`src/rtl/wdog_pkg.sv`:
```
package wdog_pkg;

    localparam int RELOAD_W = 12;
    localparam int KEY_W    = 12;

    localparam logic [KEY_W-1:0] MODE_KEY  = 12'hABC;
    localparam logic [KEY_W-1:0] CTRL_KEY  = 12'h248;
    localparam logic [31:0]      KICK_WORD = 32'h0000_1999;

    localparam logic [3:0] OFF_MODE = 4'h0;
    localparam logic [3:0] OFF_CTRL = 4'h4;
    localparam logic [3:0] OFF_KICK = 4'h8;
    localparam logic [3:0] OFF_STAT = 4'hC;

    typedef enum logic [2:0] {
        ACC_NONE,
        ACC_MODE,
        ACC_CTRL,
        ACC_KICK,
        ACC_STAT
    } acc_t;

    typedef struct packed {
        logic [1:0] irq_len;
        logic [2:0] rst_len;
        logic       irq_en;
        logic       rst_en;
        logic       run;
    } mode_t;

    typedef struct packed {
        logic [RELOAD_W-1:0] reload;
        logic [1:0]          psel;
    } ctrl_t;

    function automatic acc_t decode_addr(logic [3:0] a);
        case (a)
            OFF_MODE: return ACC_MODE;
            OFF_CTRL: return ACC_CTRL;
            OFF_KICK: return ACC_KICK;
            OFF_STAT: return ACC_STAT;
            default:  return ACC_NONE;
        endcase
    endfunction

    function automatic logic [KEY_W-1:0] mode_key_of(logic [31:0] w);
        return w[23:12];
    endfunction

    function automatic logic [KEY_W-1:0] ctrl_key_of(logic [31:0] w);
        return w[25:14];
    endfunction

    function automatic mode_t mode_from_word(logic [31:0] w);
        mode_t m;
        m.run     = w[0];
        m.rst_en  = w[1];
        m.irq_en  = w[2];
        m.rst_len = w[6:4];
        m.irq_len = w[8:7];
        return m;
    endfunction

    function automatic logic [31:0] mode_to_word(mode_t m);
        logic [31:0] w;
        w      = '0;
        w[0]   = m.run;
        w[1]   = m.rst_en;
        w[2]   = m.irq_en;
        w[6:4] = m.rst_len;
        w[8:7] = m.irq_len;
        return w;
    endfunction

    function automatic ctrl_t ctrl_from_word(logic [31:0] w);
        ctrl_t c;
        c.psel   = w[1:0];
        c.reload = w[13:2];
        return c;
    endfunction

    function automatic logic [31:0] ctrl_to_word(ctrl_t c);
        logic [31:0] w;
        w       = '0;
        w[1:0]  = c.psel;
        w[13:2] = c.reload;
        return w;
    endfunction

endpackage

```
`src/rtl/wdog_regs.sv`:
```
module wdog_regs
    import wdog_pkg::*;
(
    input  logic        clk,
    input  logic        rst,
    input  logic        bus_sel,
    input  logic        bus_wr,
    input  logic [3:0]  bus_addr,
    input  logic [31:0] bus_wdata,
    input  logic        timeout,
    output mode_t       mode_q,
    output ctrl_t       ctrl_q,
    output logic        status_q,
    output logic        kick_ok,
    output logic        arm,
    output logic [31:0] bus_rdata
);

    acc_t  acc;
    mode_t mode_new;
    logic  mode_wr_ok;
    logic  ctrl_wr_ok;

    always_comb begin
        acc        = bus_sel ? decode_addr(bus_addr) : ACC_NONE;
        mode_new   = mode_from_word(bus_wdata);
        mode_wr_ok = bus_wr && (acc == ACC_MODE) && (mode_key_of(bus_wdata) == MODE_KEY);
        ctrl_wr_ok = bus_wr && (acc == ACC_CTRL) && (ctrl_key_of(bus_wdata) == CTRL_KEY);
        kick_ok    = bus_wr && (acc == ACC_KICK) && (bus_wdata == KICK_WORD);
        arm        = mode_wr_ok && mode_new.run && !mode_q.run;
    end

    always_ff @(posedge clk) begin
        if (rst) begin
            mode_q   <= '0;
            ctrl_q   <= '0;
            status_q <= 1'b0;
        end else begin
            if (mode_wr_ok) mode_q <= mode_new;
            if (ctrl_wr_ok) ctrl_q <= ctrl_from_word(bus_wdata);
            if (kick_ok)
                status_q <= 1'b0;
            else if (timeout)
                status_q <= 1'b1;
        end
    end

    always_comb begin
        case (acc)
            ACC_MODE: bus_rdata = mode_to_word(mode_q);
            ACC_CTRL: bus_rdata = ctrl_to_word(ctrl_q);
            ACC_STAT: bus_rdata = {31'b0, status_q};
            default:  bus_rdata = '0;
        endcase
    end

endmodule

```
`src/rtl/wdog_prescale.sv`:
```
module wdog_prescale #(
    parameter int DIV_BASE = 3,
    parameter int DIV_STEP = 3
) (
    input  logic       clk,
    input  logic       rst,
    input  logic       run,
    input  logic       clear,
    input  logic [1:0] psel,
    output logic       tick
);

    localparam int MAX_LOG = DIV_BASE + 3 * DIV_STEP;
    localparam int PW      = (MAX_LOG < 1) ? 1 : MAX_LOG;

    logic [PW-1:0] lim_tab [4];
    logic [PW-1:0] pcnt;
    logic [PW-1:0] limit;

    for (genvar g = 0; g < 4; g++) begin : g_lim
        assign lim_tab[g] = PW'((64'd1 << (DIV_BASE + DIV_STEP * g)) - 64'd1);
    end

    always_comb begin
        limit = lim_tab[psel];
        tick  = run && (pcnt >= limit);
    end

    always_ff @(posedge clk) begin
        if (rst || clear || !run)
            pcnt <= '0;
        else if (tick)
            pcnt <= '0;
        else
            pcnt <= pcnt + 1'b1;
    end

endmodule

```
`src/rtl/wdog_countdown.sv`:
```
module wdog_countdown
    import wdog_pkg::*;
#(
    parameter int LOW_BITS = 12
) (
    input  logic                clk,
    input  logic                rst,
    input  logic                run,
    input  logic                load,
    input  logic                tick,
    input  logic [RELOAD_W-1:0] reload,
    output logic                timeout
);

    localparam int CW = RELOAD_W + LOW_BITS;

    logic [CW-1:0] cnt;
    logic [CW-1:0] full;

    always_comb begin
        full    = {reload, {LOW_BITS{1'b1}}};
        timeout = run && tick && !load && (cnt == '0);
    end

    always_ff @(posedge clk) begin
        if (rst)
            cnt <= '0;
        else if (load)
            cnt <= full;
        else if (run && tick)
            cnt <= (cnt == '0) ? full : cnt - 1'b1;
    end

endmodule

```
`src/rtl/wdog_pulse.sv`:
```
module wdog_pulse #(
    parameter int CODE_W   = 3,
    parameter int BASE_LOG = 1
) (
    input  logic              clk,
    input  logic              rst,
    input  logic              start,
    input  logic              tick,
    input  logic [CODE_W-1:0] code,
    output logic              active
);

    localparam int MAX_LOG = (1 << CODE_W) - 1 + BASE_LOG;
    localparam int RW      = MAX_LOG + 1;

    logic [RW-1:0] remain;
    logic [RW-1:0] len;

    always_comb len = RW'(1) << (int'(code) + BASE_LOG);

    always_ff @(posedge clk) begin
        if (rst) begin
            active <= 1'b0;
            remain <= '0;
        end else if (start) begin
            active <= 1'b1;
            remain <= len;
        end else if (active && tick) begin
            remain <= remain - 1'b1;
            if (remain == RW'(1)) active <= 1'b0;
        end
    end

endmodule

```
`src/rtl/wdog_timer.sv`:
```
module wdog_timer
    import wdog_pkg::*;
#(
    parameter int LOW_BITS = 12,
    parameter int DIV_BASE = 3,
    parameter int DIV_STEP = 3
) (
    input  logic        clk,
    input  logic        rst,
    input  logic        bus_sel,
    input  logic        bus_wr,
    input  logic [3:0]  bus_addr,
    input  logic [31:0] bus_wdata,
    output logic [31:0] bus_rdata,
    output logic        wdt_rst,
    output logic        wdt_irq
);

    mode_t mode_q;
    ctrl_t ctrl_q;
    logic  status_q;
    logic  kick_ok;
    logic  arm;
    logic  timeout;
    logic  tick;
    logic  rst_busy;
    logic  irq_busy;
    logic  pre_run;
    logic  load;

    always_comb begin
        pre_run = mode_q.run || rst_busy || irq_busy;
        load    = arm || kick_ok;
    end

    wdog_regs u_regs (
        .clk       (clk),
        .rst       (rst),
        .bus_sel   (bus_sel),
        .bus_wr    (bus_wr),
        .bus_addr  (bus_addr),
        .bus_wdata (bus_wdata),
        .timeout   (timeout),
        .mode_q    (mode_q),
        .ctrl_q    (ctrl_q),
        .status_q  (status_q),
        .kick_ok   (kick_ok),
        .arm       (arm),
        .bus_rdata (bus_rdata)
    );

    wdog_prescale #(.DIV_BASE(DIV_BASE), .DIV_STEP(DIV_STEP)) u_pre (
        .clk   (clk),
        .rst   (rst),
        .run   (pre_run),
        .clear (load),
        .psel  (ctrl_q.psel),
        .tick  (tick)
    );

    wdog_countdown #(.LOW_BITS(LOW_BITS)) u_cnt (
        .clk     (clk),
        .rst     (rst),
        .run     (mode_q.run),
        .load    (load),
        .tick    (tick),
        .reload  (ctrl_q.reload),
        .timeout (timeout)
    );

    wdog_pulse #(.CODE_W(3), .BASE_LOG(1)) u_rst_pulse (
        .clk    (clk),
        .rst    (rst),
        .start  (timeout && mode_q.rst_en),
        .tick   (tick),
        .code   (mode_q.rst_len),
        .active (rst_busy)
    );

    wdog_pulse #(.CODE_W(2), .BASE_LOG(2)) u_irq_pulse (
        .clk    (clk),
        .rst    (rst),
        .start  (timeout && mode_q.irq_en),
        .tick   (tick),
        .code   (mode_q.irq_len),
        .active (irq_busy)
    );

    assign wdt_rst = rst_busy;
    assign wdt_irq = irq_busy;

endmodule

```
`config.mk`:
```
export PLATFORM = sky130hd
export DESIGN_NAME = wdog_timer
export DESIGN_NICKNAME = d
export VERILOG_FILES = /design/src/rtl/wdog_pkg.sv /design/src/rtl/wdog_regs.sv /design/src/rtl/wdog_prescale.sv /design/src/rtl/wdog_countdown.sv /design/src/rtl/wdog_pulse.sv /design/src/rtl/wdog_timer.sv
export SDC_FILE = /design/constraint.sdc
export NUM_CORES = 1
export LEC_CHECK = 0
export ABC_AREA = 1
export BUFFER_PORTS_ARGS = -buffer_cell sky130_fd_sc_hd__buf_2
export CORE_MARGIN = 2
export CORE_UTILIZATION = 47
export DETAILED_ROUTE_END_ITERATION = 10
export GPL_TIMING_DRIVEN = 0
export PLACE_DENSITY = 0.7
export SETUP_SLACK_MARGIN = 0.2
export SLEW_MARGIN = 20
export SYNTH_ARGS = -nofsm -noshare
export SYNTH_HDL_FRONTEND = slang
export SYNTH_SLANG_ARGS = --single-unit
```
`constraint.sdc`:
```
create_clock -name clk -period 5.3 [get_ports clk]
set_clock_uncertainty 0.1 [all_clocks]
set_input_delay 0.795 -clock clk [delete_from_list [all_inputs] [get_ports clk]]
set_output_delay 0.795 -clock clk [all_outputs]
set_load 0.01 [all_outputs]
```
Yosys cells after proc, flatten, opt, wreduce, memory -nomap -nowiden
Index checks and enable logic that the tools add are counted.
Storage, ports and cells
  logic and storage cells: 91
  output and inout port bits: 34
  bits in registers: 76
Operators by class
  eq/ne operators: 12
  $lt $le $gt $ge: 2
  reduce and logical (&&, ||, !) cells: 35
  $add $sub $neg: 6
  shifts and indexed selects: 2
  mux-type cells: 19
  bitwise gates (word level): 1
Operators by type and width (count)
  $mux W24: 3
  $pmux W14 S3: 1
  $eq A32 B13 Y1 const B: 1
  $shl A1 B32 Y6 const A: 1
  $shl A1 B32 Y9 const A: 1
  $bmux W12 S2: 1
  $logic_not A24 Y1: 1
  $mux W12: 2
  $sub A24 B1 Y24 const B: 1
  $mux W9: 2
  $logic_and A1 B1 Y1: 16
  $add A12 B1 Y12 const B: 1
  $eq A12 B10 Y1 const B: 1
  $eq A12 B12 Y1 const B: 1
  $ge A12 B12 Y1: 1
  $mux W6: 2
  $pmux W3 S4: 1
  $reduce_bool A2 Y1: 5
  $eq A9 B1 Y1 const B: 1
  $sub A9 B1 Y9 const B: 1
  $eq A4 B4 Y1 const B: 2
  $eq A3 B2 Y1 const B: 2
  $eq A6 B1 Y1 const B: 1
  $mux W1: 6
  14 further kinds: 22

Longest topological paths before layout
Gate-level depths: netlist of run 1.
  depth after elaboration: 15
  depth in mapped cells: 16
  depth with buffers taken out: 15

Cells and area by module
A second synthesis of run 1 with hierarchy kept.
Second synthesis, totals
  cell total of the unflattened synthesis: 828
  area total of the unflattened synthesis: 5167.5 um^2
Modules (own cells, without submodules)
  wdog_countdown: times used 1, cells an instance 273, area each 1675.4 um^2
  wdog_regs: times used 1, cells an instance 270, area each 1576.5 um^2
  wdog_prescale: times used 1, cells an instance 113, area each 805.8 um^2
  wdog_pulse at u_rst_pulse: times used 1, cells an instance 104, area each 663.1 um^2
  wdog_pulse at u_irq_pulse: times used 1, cells an instance 60, area each 414.1 um^2
  wdog_timer: times used 1, cells an instance 8, area each 32.5 um^2

Worst setup path before layout of run 1
Ideal clock, no wire load.
  kind: input-to-output
  start point: in bus_addr[1]
  end point: out bus_rdata[2]
  path buffers: 0
  slack: 2.960 ns
  arrival: 1.445 ns
  stages: 3
  data required time: 4.405 ns
  path through: nor2_2 > nand4_2 > o21ai_0
On the way
  longest elaborated chain between the ends: 5
  elaborated cells between the ends (all ways): 10
  classes of those cells: eq/ne: 6; mux: 3; reduce/logical: 1
RTL lines
  start: declaration: line wdog_timer.sv:12  | input logic [3:0] bus_addr,
  $eq A4 B4 Y1 (tied with other cells): line wdog_pkg.sv:37  | case (a)
  $pmux W3 S4 *: line wdog_pkg.sv:37
  $mux W3 *: line wdog_regs.sv:25  | acc = bus_sel ? decode_addr(bus_addr) : ACC_NONE;
  $eq A3 B3 Y1 (tied with other cells): line wdog_regs.sv:49  | case (acc)
  $pmux W14 S3 *: line wdog_regs.sv:49
  end: declaration: line wdog_timer.sv:14  | output logic [31:0] bus_rdata,
Mark *: on every way between the ends. The rest lies on a longest branch, timed or not.

Final worst setup path of run 1
  start point: in bus_addr[0]
  end point: out bus_rdata[2]
Same word-level chain as after synthesis.

==> results of run 1 <==
[registers in the layout (all words and copies together) (netlist names)]
name / flops
u_rst_pulse.active: 1
u_regs.status_q: 1
u_irq_pulse.active: 1
u_pre.pcnt: 12
u_cnt.cnt: 24
u_regs.mode_q: 8
u_irq_pulse.remain: 6
u_regs.ctrl_q: 14
u_rst_pulse.remain: 9
[worst register-to-register path, stage by stage (launching register included)]
cell and delay (ns):
dfxtp_1 0.43, nand2_1 0.15, ha_1 0.32, nand2_1 0.07
nor2_1 0.16, nand3_1 0.09, nand3_1 0.21, nand2_2 0.18
nor3_1 0.53, nand3_1 0.17, nand2_1 0.11, nor2_1 0.04
[worst paths after layout]
kind                        end  slack [ns]
hold / removal    u_pre.pcnt[0]        0.35
setup / recovery   bus_rdata[2]        2.49
hold reg to reg   u_pre.pcnt[0]        0.35
setup reg to reg  u_cnt.cnt[23]        2.63
[metal layers]
layer  up-vias  track usage [%]  part of all wire (%)
met1      2527             33.2                    47
li1       2997                -                     -
met2       174             40.2                    45
met4         0             8.86                   2.0
met3        22             3.00                   5.3
met5         -                0                     0
[layout by cell type (no fill, tap or decap), types with 9 or more instances in the layout]
| master | netlist | final |
|---|---|---|
| ha_1 | 16 | 16 |
| buf_4 | 23 | 23 |
| conb_1 | 1 | 18 |
| clkbuf_16 | 0 | 9 |
| xor2_1 | 22 | 22 |
| nor2_1 | 178 | 178 |
| dfxtp_1 | 76 | 76 |
| nand2_1 | 200 | 200 |
| a211oi_1 | 9 | 9 |
| o21ai_0 | 20 | 20 |
| inv_1 | 123 | 123 |
| nor3_1 | 14 | 14 |
| nand4_1 | 28 | 28 |
| a21oi_1 | 46 | 46 |
| nand3_1 | 74 | 74 |
| buf_2 | 3 | 58 |
| clkbuf_1 | 10 | 10 |
[where the power goes]
group / internal [W] / total, W / switching [W]
combinational: 0.0000293 / 0.0000840 / 0.0000547
sequential: 0.000571 / 0.000571 / 0.00000000218
clock: 0.000406 / 0.000659 / 0.000253
[stage by stage]
step / total power (W) / utilization (%) / cell area, µm² / cells / hold slack, ns
finish: 0.00131 / 55.8 / 6400 / 1132 / 0.348
global route: 0.00135 / 55.8 / 6400 / 1132 / 0.361
CTS: 0.00132 / 55.8 / 6400 / 1132 / 0.352
detailed placement: 0.000666 / 53.0 / 6080 / 1116 / 0.341
global placement: 0.000666 / 53.0 / 6080 / 1116 / 0.330
floorplan: 0.000630 / - / 5620 / 918 / 0.318
[logic make-up (layout without fill, tap and decap cells)]
logic type               count (synthesis)  after routing  synth area share, %
other                                    1             18               0.0675
flip-flops                              76             76                 27.4
buffers and inverters                  168            239                 13.4
AO/OA/AOI/OAI                           87             87                 9.30
adder cells (fa/ha/maj)                 16             16                 3.60
XOR/XNOR                                25             25                 3.94
AND/OR/NAND/NOR                        528            528                 42.4
[area by class of cell]
type                       instances  area (µm²)
clock buffer                      12         267
fill                            1160        5070
multi-input combinational        674        3360
timing repair buffer              55         275
tap                              143         179
buffer                            39         259
inverter                         129         484
clock inverter                     4        55.1
sequential                        76        1520
==> impl_metrics.csv, run 1 <==
group,metric,value,unit
setup_path,crit_required,4.41,ns
setup_path,rr_worst_depth,11,
floorplanning,die_w,113,µm
cts,root_buffer,"clkbuf_16",
sta,fin_crit_sh,53.1,%
cts,cts_buffers,9,
placed_design,port_buffers,55,
floorplanning,core_area,11500,µm²
global_routing,grt_pass1_wl,25100,µm
sta,clock.fmax,355,MHz
setup_path,crit_type,"in2out",
drt,wirelength,15100,µm
placed_design,hpwl,11800,µm
synth,synth.largest_area_cell,"dfxtp_1",
floorplanning,die_h,113,µm
cells_and_area,final_layout_size_suffix_gt1_share,13.8,%
sta,setup_viol,0,
sta,slew_headroom,53.6,%
setup_path,cp-startpoint,"bus_addr[0]",
cts,h-tree-depth,3,
cts,clkSlewWorstSetupHoldPaths,0.06,ns
min_path,min_path_type,"reg2reg",
synth,synth-seq-area-share,27.4,%
cts,ctsHoldBuffers,0,
setup_path,path_max_fanout,10,
drt,num_vias,5720,
synth,syn_area,5560,µm²
synth,synthFlopType,"dfxtp_1",
drt,drc,0,
sta,hold_viol,0,
run,cap_violations,0,
synth,synth-edff-count,0,
placed_design,pre_cts_slack,2.50,ns
cells_and_area,antenna_cells,0,
power,power_density,205,nW/µm²
setup_path,path_depth,5,
placed_design,place.gp.congestion,0.908,
cells_and_area,syn_to_final_growth,15.1,%
synth,synth-seq-cells,76,
cts,cts_tree,"yes",
sta,slew_violations,0,
drt,wl_per_cell,13.4,µm
setup_path,worstPathArrival,1.92,ns
cells_and_area,layout.nets,1040,
setup_path,path_delay_family,"simple AND/OR/NAND/NOR gates",
global_routing,grt_max_degree,14,
cts,post_cts_buffers,0,
setup_path,cp_slowest_cell,"o21ai_0",
drt,antenna_left,0,
floorplanning,die-area,12700,µm²
floorplanning,io_pins,74,
setup_path,worstPathCellList,"buf_2 -> nor2_2 -> nand4_2 -> o21ai_0 -> buf_2",
synth,synth_warnings,0,
setup_path,critPathMostFrequentCell,"buf_2",
setup_path,worstReg2RegStart,"u_regs.ctrl_q[0]",
setup_path,cp_num_buf_inv,2,
drt,drtPass1Iterations,5,
synth,synth.most_common_cell,"nand2_1",
floorplanning,floorplan.rows,39,
sta,rsz0062_at_grt,"false",
global_routing,antenna_found_initial,0,
sta,setup_ws,2.49,ns
setup_path,crit_path_end_kind,"output pin",
drt,viasPerCell,5.05,
sta,fin_setup_tns,0,ns
power,p_leak,3.11,nW
drt,drt_iter0_drc,419,
synth,yosysUniqueCellTypes,37,
setup_path,cpPeakStageDelay,0.39,ns
sta,min_period,2.81,ns
outcome,status,"completed",
synth,postSynthCellCount,901,
cts,cts_sinks,76,
synth,synthArstFlopShare,0,%
power,ir_worst_vdd,0.000140,V
synth,syn_avg_cell_area,6.17,µm²
global_routing,grt_usage,24.5,%
min_path,hp-start,"u_pre.pcnt[0]",
cts,cts-resized-gates,0,
setup_path,cp-start-kind,"primary input",
cts,clk_path_buf_depth,2,
sta,worst_pin_slew,0.697,ns
synth,synth_common_cells,"200 x nand2_1, 178 x nor2_1, 123 x inv_1",
min_path,min_path_cells,1,
cts,clock_latency,0.34,ns
synth,synth_top_area_share,27.4,%
global_routing,grt_pass1_vias,5204,
synth,synth_area_leaders,"dfxtp_1 27%, nand2_1 14%, nor2_1 12%, inv_1 8.3%, nand3_1 6.7%",
floorplanning,start_util,48.5,%
global_routing,grt_overflow,0,
(Power assumes the default switching activity.)
==> inputs of run 2 (changes only) <==
==> constraint.sdc (replaced) <==
create_clock -name clk -period 2.8 [get_ports clk]
set_clock_uncertainty 0.1 [all_clocks]
set_input_delay 0.42 -clock clk [delete_from_list [all_inputs] [get_ports clk]]
set_output_delay 0.42 -clock clk [all_outputs]
set_load 0.01 [all_outputs]
==> run 2 against run 1 <==
Compared with the run above: cell count stayed put; power is 89% higher; clock-buffer cell count stayed put; sequential share of layout area is 0.068 points lower; via count is 0.65% higher; final area is 0.45% higher; routed wire length is 0.68% higher; critical path depth is 8 higher; sequential power is 89% higher; non-clock buffer count stayed put; worst hold slack worse by 0.082 ns; combinational power is 89% higher; critical path type is now reg2reg; critical endpoint is now u_rst_pulse.remain[4]; largest power group unchanged; highest routed layer unchanged.
==> impl_metrics.csv, run 2 (same netlist as run 1, synthesis figures left out) <==
group,metric,value,unit
sta,slew_headroom,54.3,%
cells_and_area,reg_top3,"u_cnt.cnt (24), u_regs.ctrl_q (14), u_pre.pcnt (12)",
setup_path,crit_type,"reg2reg",
power,p_leak,3.14,nW
cells_and_area,final_layout_size_suffix_gt1_share,14.5,%
setup_path,worstPathArrival,2.58,ns
cells_and_area,fin_area,6430,µm²
setup_path,cpPeakStageDelay,0.39,ns
drt,num_vias,5757,
floorplanning,io_pins,74,
global_routing,grt_pass1_vias,5206,
cts,ctsHoldBuffers,0,
sta,clock.fmax,418,MHz
drt,wirelength,15200,µm
power,finalPower,0.00249,W
setup_path,crit_path_end_kind,"register",
cts,cts_buffers,9,
cts,cts_tree,"yes",
sta,slew_violations,0,
floorplanning,floorplan.rows,39,
cells_and_area,final_cells,1132,
placed_design,dpl-instance-area,6080,µm²
drt,viasPerCell,5.09,
sta,setup_viol,0,
placed_design,place.gp.congestion,0.908,
sta,hold_viol,0,
cts,root_buffer,"clkbuf_16",
placed_design,port_buffers,55,
drt,drtPass1Iterations,5,
global_routing,grt_pass1_wl,25100,µm
cells_and_area,antenna_cells,0,
cts,clkSlewWorstSetupHoldPaths,0.06,ns
cts,h-tree-depth,3,
cells_and_area,layout_common_cells,"199 x nand2_1, 177 x nor2_1, 123 x inv_1",
sta,fin_crit_sh,85.5,%
min_path,min_path_type,"in2reg",
cts,cts_sinks,76,
setup_path,path_delay_family,"simple AND/OR/NAND/NOR gates",
drt,drc,0,
setup_path,path_max_fanout,10,
cts,post_cts_buffers,0,
floorplanning,start_util,48.5,%
sta,fin_setup_tns,0,ns
power,ir_worst_vdd,0.000280,V
drt,antenna_left,0,
cells_and_area,final_common_cell,"nand2_1",
cells_and_area,largest_reg_flops,24,
outcome,status,"completed",
setup_path,crit_required,2.99,ns
global_routing,grt_max_degree,14,
sta,worst_pin_slew,0.686,ns
cts,clk_path_buf_depth,2,
placed_design,hpwl,11800,µm
cts,clock_latency,0.34,ns
sta,rsz0062_at_grt,"false",
global_routing,grt_usage,24.5,%
floorplanning,core_area,11500,µm²
power,power_density,387,nW/µm²
sta,min_period,2.39,ns
setup_path,cp_slowest_cell,"dfxtp_2",
cells_and_area,syn_to_final_growth,15.6,%
cells_and_area,top_register,"u_cnt.cnt",
cells_and_area,fill_cells,1158,
cts,cts-resized-gates,3,
run,cap_violations,0,
setup_path,reg2reg_slack,0.41,ns
placed_design,dp.cells,1116,
setup_path,worstPathCellList,"nand2_1 -> ha_1 -> nand2_1 -> nor2_1 -> nand3_1 -> nand3_2 -> nand2_4 -> nor2_8 -> buf_2 -> nand4_1 -> nand2_1 -> nor2_1 -> nor2_1",
cells_and_area,post-route-util,56.1,%
setup_path,cp_num_buf_inv,1,
floorplanning,die-area,12700,µm²
global_routing,grt_overflow,0,
cells_and_area,layout.nets,1040,
global_routing,antenna_found_initial,0,
drt,drt_iter0_drc,420,
floorplanning,die_w,113,µm
floorplanning,die_h,113,µm
setup_path,cp-start-kind,"register",
drt,wl_per_cell,13.4,µm
[run 2: layout make-up]
cell class	instances	area (µm²)	share of cell area, %
Timing Repair Buffer	55	275	4.28
Tap cell	143	179	2.78
Clock inverter	4	55.1	0.857
Inverter	129	489	7.61
Clock buffer	12	267	4.15
Sequential cell	76	1520	23.7
Multi-Input combinational cell	674	3380	52.6
Buffer	39	260	4.05
[run 2: path summary, 6_finish.rpt]
| kind | start | to | cells after the start |
|---|---|---|---|
| worst max-delay path | u_regs.ctrl_q[0] | u_rst_pulse.remain[4] | 13 |
| worst min-delay path | bus_wdata[10] | u_regs.ctrl_q[10] | 3 |
| worst max register to register | u_regs.ctrl_q[0] | u_rst_pulse.remain[4] | 13 |
| worst min register to register | u_pre.pcnt[0] | u_pre.pcnt[0] | 1 |
[run 2: routing by layer]
layer	up-vias	routed length [µm]	global-route usage (%)
met4	0	306	8.86
met2	168	6880	40.2
met1	2568	7230	33.2
met3	22	802	3.00
li1	2999	-	-
met5	-	0	0
[run 2: stage by stage]
stage	setup slack, ns	hold WS, ns
detailed placement	0.193	0.341
global route	0.164	0.271
global placement	0.189	0.330
finish	0.407	0.267
floorplan	0.724	0.318
CTS	0.198	0.259
[run 2: tightest hold or removal path, cell delays in order]
cell	delay (ns)
buf_2	0.12
inv_1	0.06
a211oi_2	0.06
[run 2: power breakdown]
part	switching (W)	internal, W
Combinational	0.000104	0.0000554
Clock	0.000480	0.000768
Sequential	0.00000000421	0.00108
Total	0.000583	0.00190
==> inputs of run 3 (changes only) <==
--- a/config.mk
+++ b/config.mk
@@ -17,3 +17,4 @@
 export SYNTH_ARGS = -nofsm -noshare
 export SYNTH_HDL_FRONTEND = slang
 export SYNTH_SLANG_ARGS = --single-unit
+export TNS_END_PERCENT = 5
==> constraint.sdc (replaced) <==
create_clock -name clk -period 2.9 [get_ports clk]
set_clock_uncertainty 0.1 [all_clocks]
set_input_delay 0.435 -clock clk [delete_from_list [all_inputs] [get_ports clk]]
set_output_delay 0.435 -clock clk [all_outputs]
set_load 0.01 [all_outputs]
==> run 3 against run 2 <==
Compared with the run above: register-to-register slack lost 0.08 ns; sequential power is 4% lower; cell count is the same; final area shrank 0.18%; global-route usage hardly changed; critical path depth decreased by 1; fmax decreased by 7.1%; core utilization fell by 0.098 points.
==> impl_metrics.csv, run 3 (same netlist as run 1, synthesis figures left out) <==
group,metric,value,unit
outcome,status,"completed",
setup_path,cp-start-kind,"register",
global_routing,grt_usage,24.5,%
floorplanning,die_w,113,µm
setup_path,crit_path_end_kind,"register",
drt,num_vias,5736,
setup_path,cp_slowest_cell,"dfxtp_1",
global_routing,antenna_found_initial,0,
power,internal_power,0.00184,W
power,combPwrFrac,6.4,%
drt,drtPass1Iterations,5,
drt,drc,0,
power,switchingPower,0.000565,W
sta,rsz0062_at_grt,"true",
cells_and_area,final_layout_size_suffix_gt1_share,14.2,%
cells_and_area,largest_reg_flops,24,
power,ir_worst_vdd,0.000258,V
sta,worst_pin_slew,0.699,ns
sta,slew_violations,0,
sta,fin_setup_tns,0,ns
placed_design,hpwl,11800,µm
global_routing,grt_pass1_vias,5204,
cells_and_area,antenna_cells,0,
cells_and_area,reg_top3,"u_cnt.cnt (24), u_regs.ctrl_q (14), u_pre.pcnt (12)",
placed_design,port_buffers,55,
setup_path,cpPeakStageDelay,0.45,ns
cts,root_buffer,"clkbuf_16",
drt,wl_per_cell,13.5,µm
sta,setup_ws,0.324,ns
cts,post_cts_buffers,0,
sta,setup_viol,0,
drt,viasPerCell,5.07,
setup_path,crit_type,"reg2reg",
cells_and_area,top_register,"u_cnt.cnt",
cts,cts_sinks,76,
cts,clkSlewWorstSetupHoldPaths,0.06,ns
drt,drt_iter0_drc,392,
floorplanning,floorplan.rows,39,
floorplanning,die-area,12700,µm²
global_routing,grt_max_degree,14,
power,p_leak,3.12,nW
setup_path,cp_num_buf_inv,3,
power,seqPwrFrac,43.4,%
global_routing,grt_pass1_wl,25100,µm
min_path,hp-start,"bus_wdata[10]",
setup_path,cp-startpoint,"u_regs.ctrl_q[0]",
sta,slew_headroom,53.4,%
cts,clock_latency,0.34,ns
setup_path,crit_required,3.07,ns
cells_and_area,layout.nets,1040,
floorplanning,die_h,113,µm
drt,antenna_left,0,
cells_and_area,post-route-util,56.0,%
setup_path,path_max_fanout,10,
cells_and_area,fill_cells,1164,
setup_path,worstPathArrival,2.74,ns
cts,cts_buffers,9,
setup_path,path_delay_family,"simple AND/OR/NAND/NOR gates",
drt,wirelength,15200,µm
power,finalPower,0.00240,W
power,power_density,375,nW/µm²
sta,timing.hold.ws,0.279,ns
sta,clock.fmax,388,MHz
run,cap_violations,0,
setup_path,worstReg2RegStart,"u_regs.ctrl_q[0]",
global_routing,grt_overflow,0,
cells_and_area,layout_common_cells,"199 x nand2_1, 177 x nor2_1, 123 x inv_1",
floorplanning,io_pins,74,
cts,clk_path_buf_depth,2,
floorplanning,start_util,48.5,%
sta,hold_viol,0,
cts,h-tree-depth,3,
min_path,min_path_type,"in2reg",
setup_path,critPathMostFrequentCell,"nand2_1",
placed_design,pre_cts_slack,0.293,ns
power,p_sw_share,23.5,%
placed_design,place.gp.congestion,0.908,
setup_path,worstPathCellList,"nand2_1 -> ha_1 -> nand2_1 -> inv_1 -> a21oi_1 -> nand3_2 -> nand2_2 -> nand3_2 -> inv_4 -> buf_4 -> nand2_1 -> a21oi_1",
cts,cts_tree,"yes",
floorplanning,core_area,11500,µm²
power,power_frac_clock,50.2,%
cells_and_area,final_common_cell,"nand2_1",
sta,fin_crit_sh,88.8,%
sta,min_period,2.58,ns
cells_and_area,syn_to_final_growth,15.4,%
run 3: cell count changes in the layout (fill, tap and decap cells not counted):
cell,delta
clkbuf_1,+1
clkbuf_2,-1
clkinv_4,-1
dfxtp_1,+2
dfxtp_2,-2
inv_4,+1
nand2_2,+1
nand2_4,-1
run 3: layout make-up:
class                   instances  area (µm²)  area share, %
clock inverters                 4        55.1          0.858
repair buffers                 55         275           4.29
inverters                     129         487           7.59
well taps                     143         179           2.79
flip-flops and latches         76        1520           23.7
clock buffers                  12         267           4.15
multi-input cells             674        3370           52.6
plain buffers                  39         259           4.04
run 3: timing repair:
item | 4_1_cts | 5_1_grt
endpoints found under the setup margin | 0 | 32
gates resized for setup | 0 | 5
hold buffers | 0 | 0
run 3: final timing paths:
kind / depth (start not counted) / endpoint / slack [ns]
setup reg to reg: 12 / u_cnt.cnt[13] / 0.32
hold / removal: 3 / u_regs.ctrl_q[10] / 0.28
setup / recovery: 12 / u_cnt.cnt[13] / 0.32
hold reg to reg: 1 / u_pre.pcnt[0] / 0.35
run 3: tightest hold or removal path, cell delays in order:
cell and delay, ns:
buf_2 0.12, inv_1 0.06, a211oi_2 0.06
run 3: power groups by stage:
stage               clock (W)  sequential, W  combinational [W]
global route          0.00126        0.00104           0.000168
CTS                   0.00122        0.00104           0.000151
finish                0.00121        0.00104           0.000153
global placement            0        0.00107           0.000151
floorplan                   0        0.00107          0.0000843
detailed placement          0        0.00107           0.000150
run 3: per-stage QoR:
| stage | cells | area (µm²) |
|---|---|---|
| 2_1_floorplan | 918 | 5620 |
| 3_3_place_gp | 1116 | 6080 |
| 3_5_place_dp | 1116 | 6080 |
| 4_1_cts | 1132 | 6400 |
| 5_1_grt | 1132 | 6420 |
| 6_report | 1132 | 6420 |
run 3: per-layer routing:
metal	part of all wire [%]	up-vias	GRT usage [%]
li1	-	3001	-
met4	1.9	0	8.86
met5	0	-	0
met3	5.4	22	3.00
met1	47	2540	33.2
met2	45	173	40.2
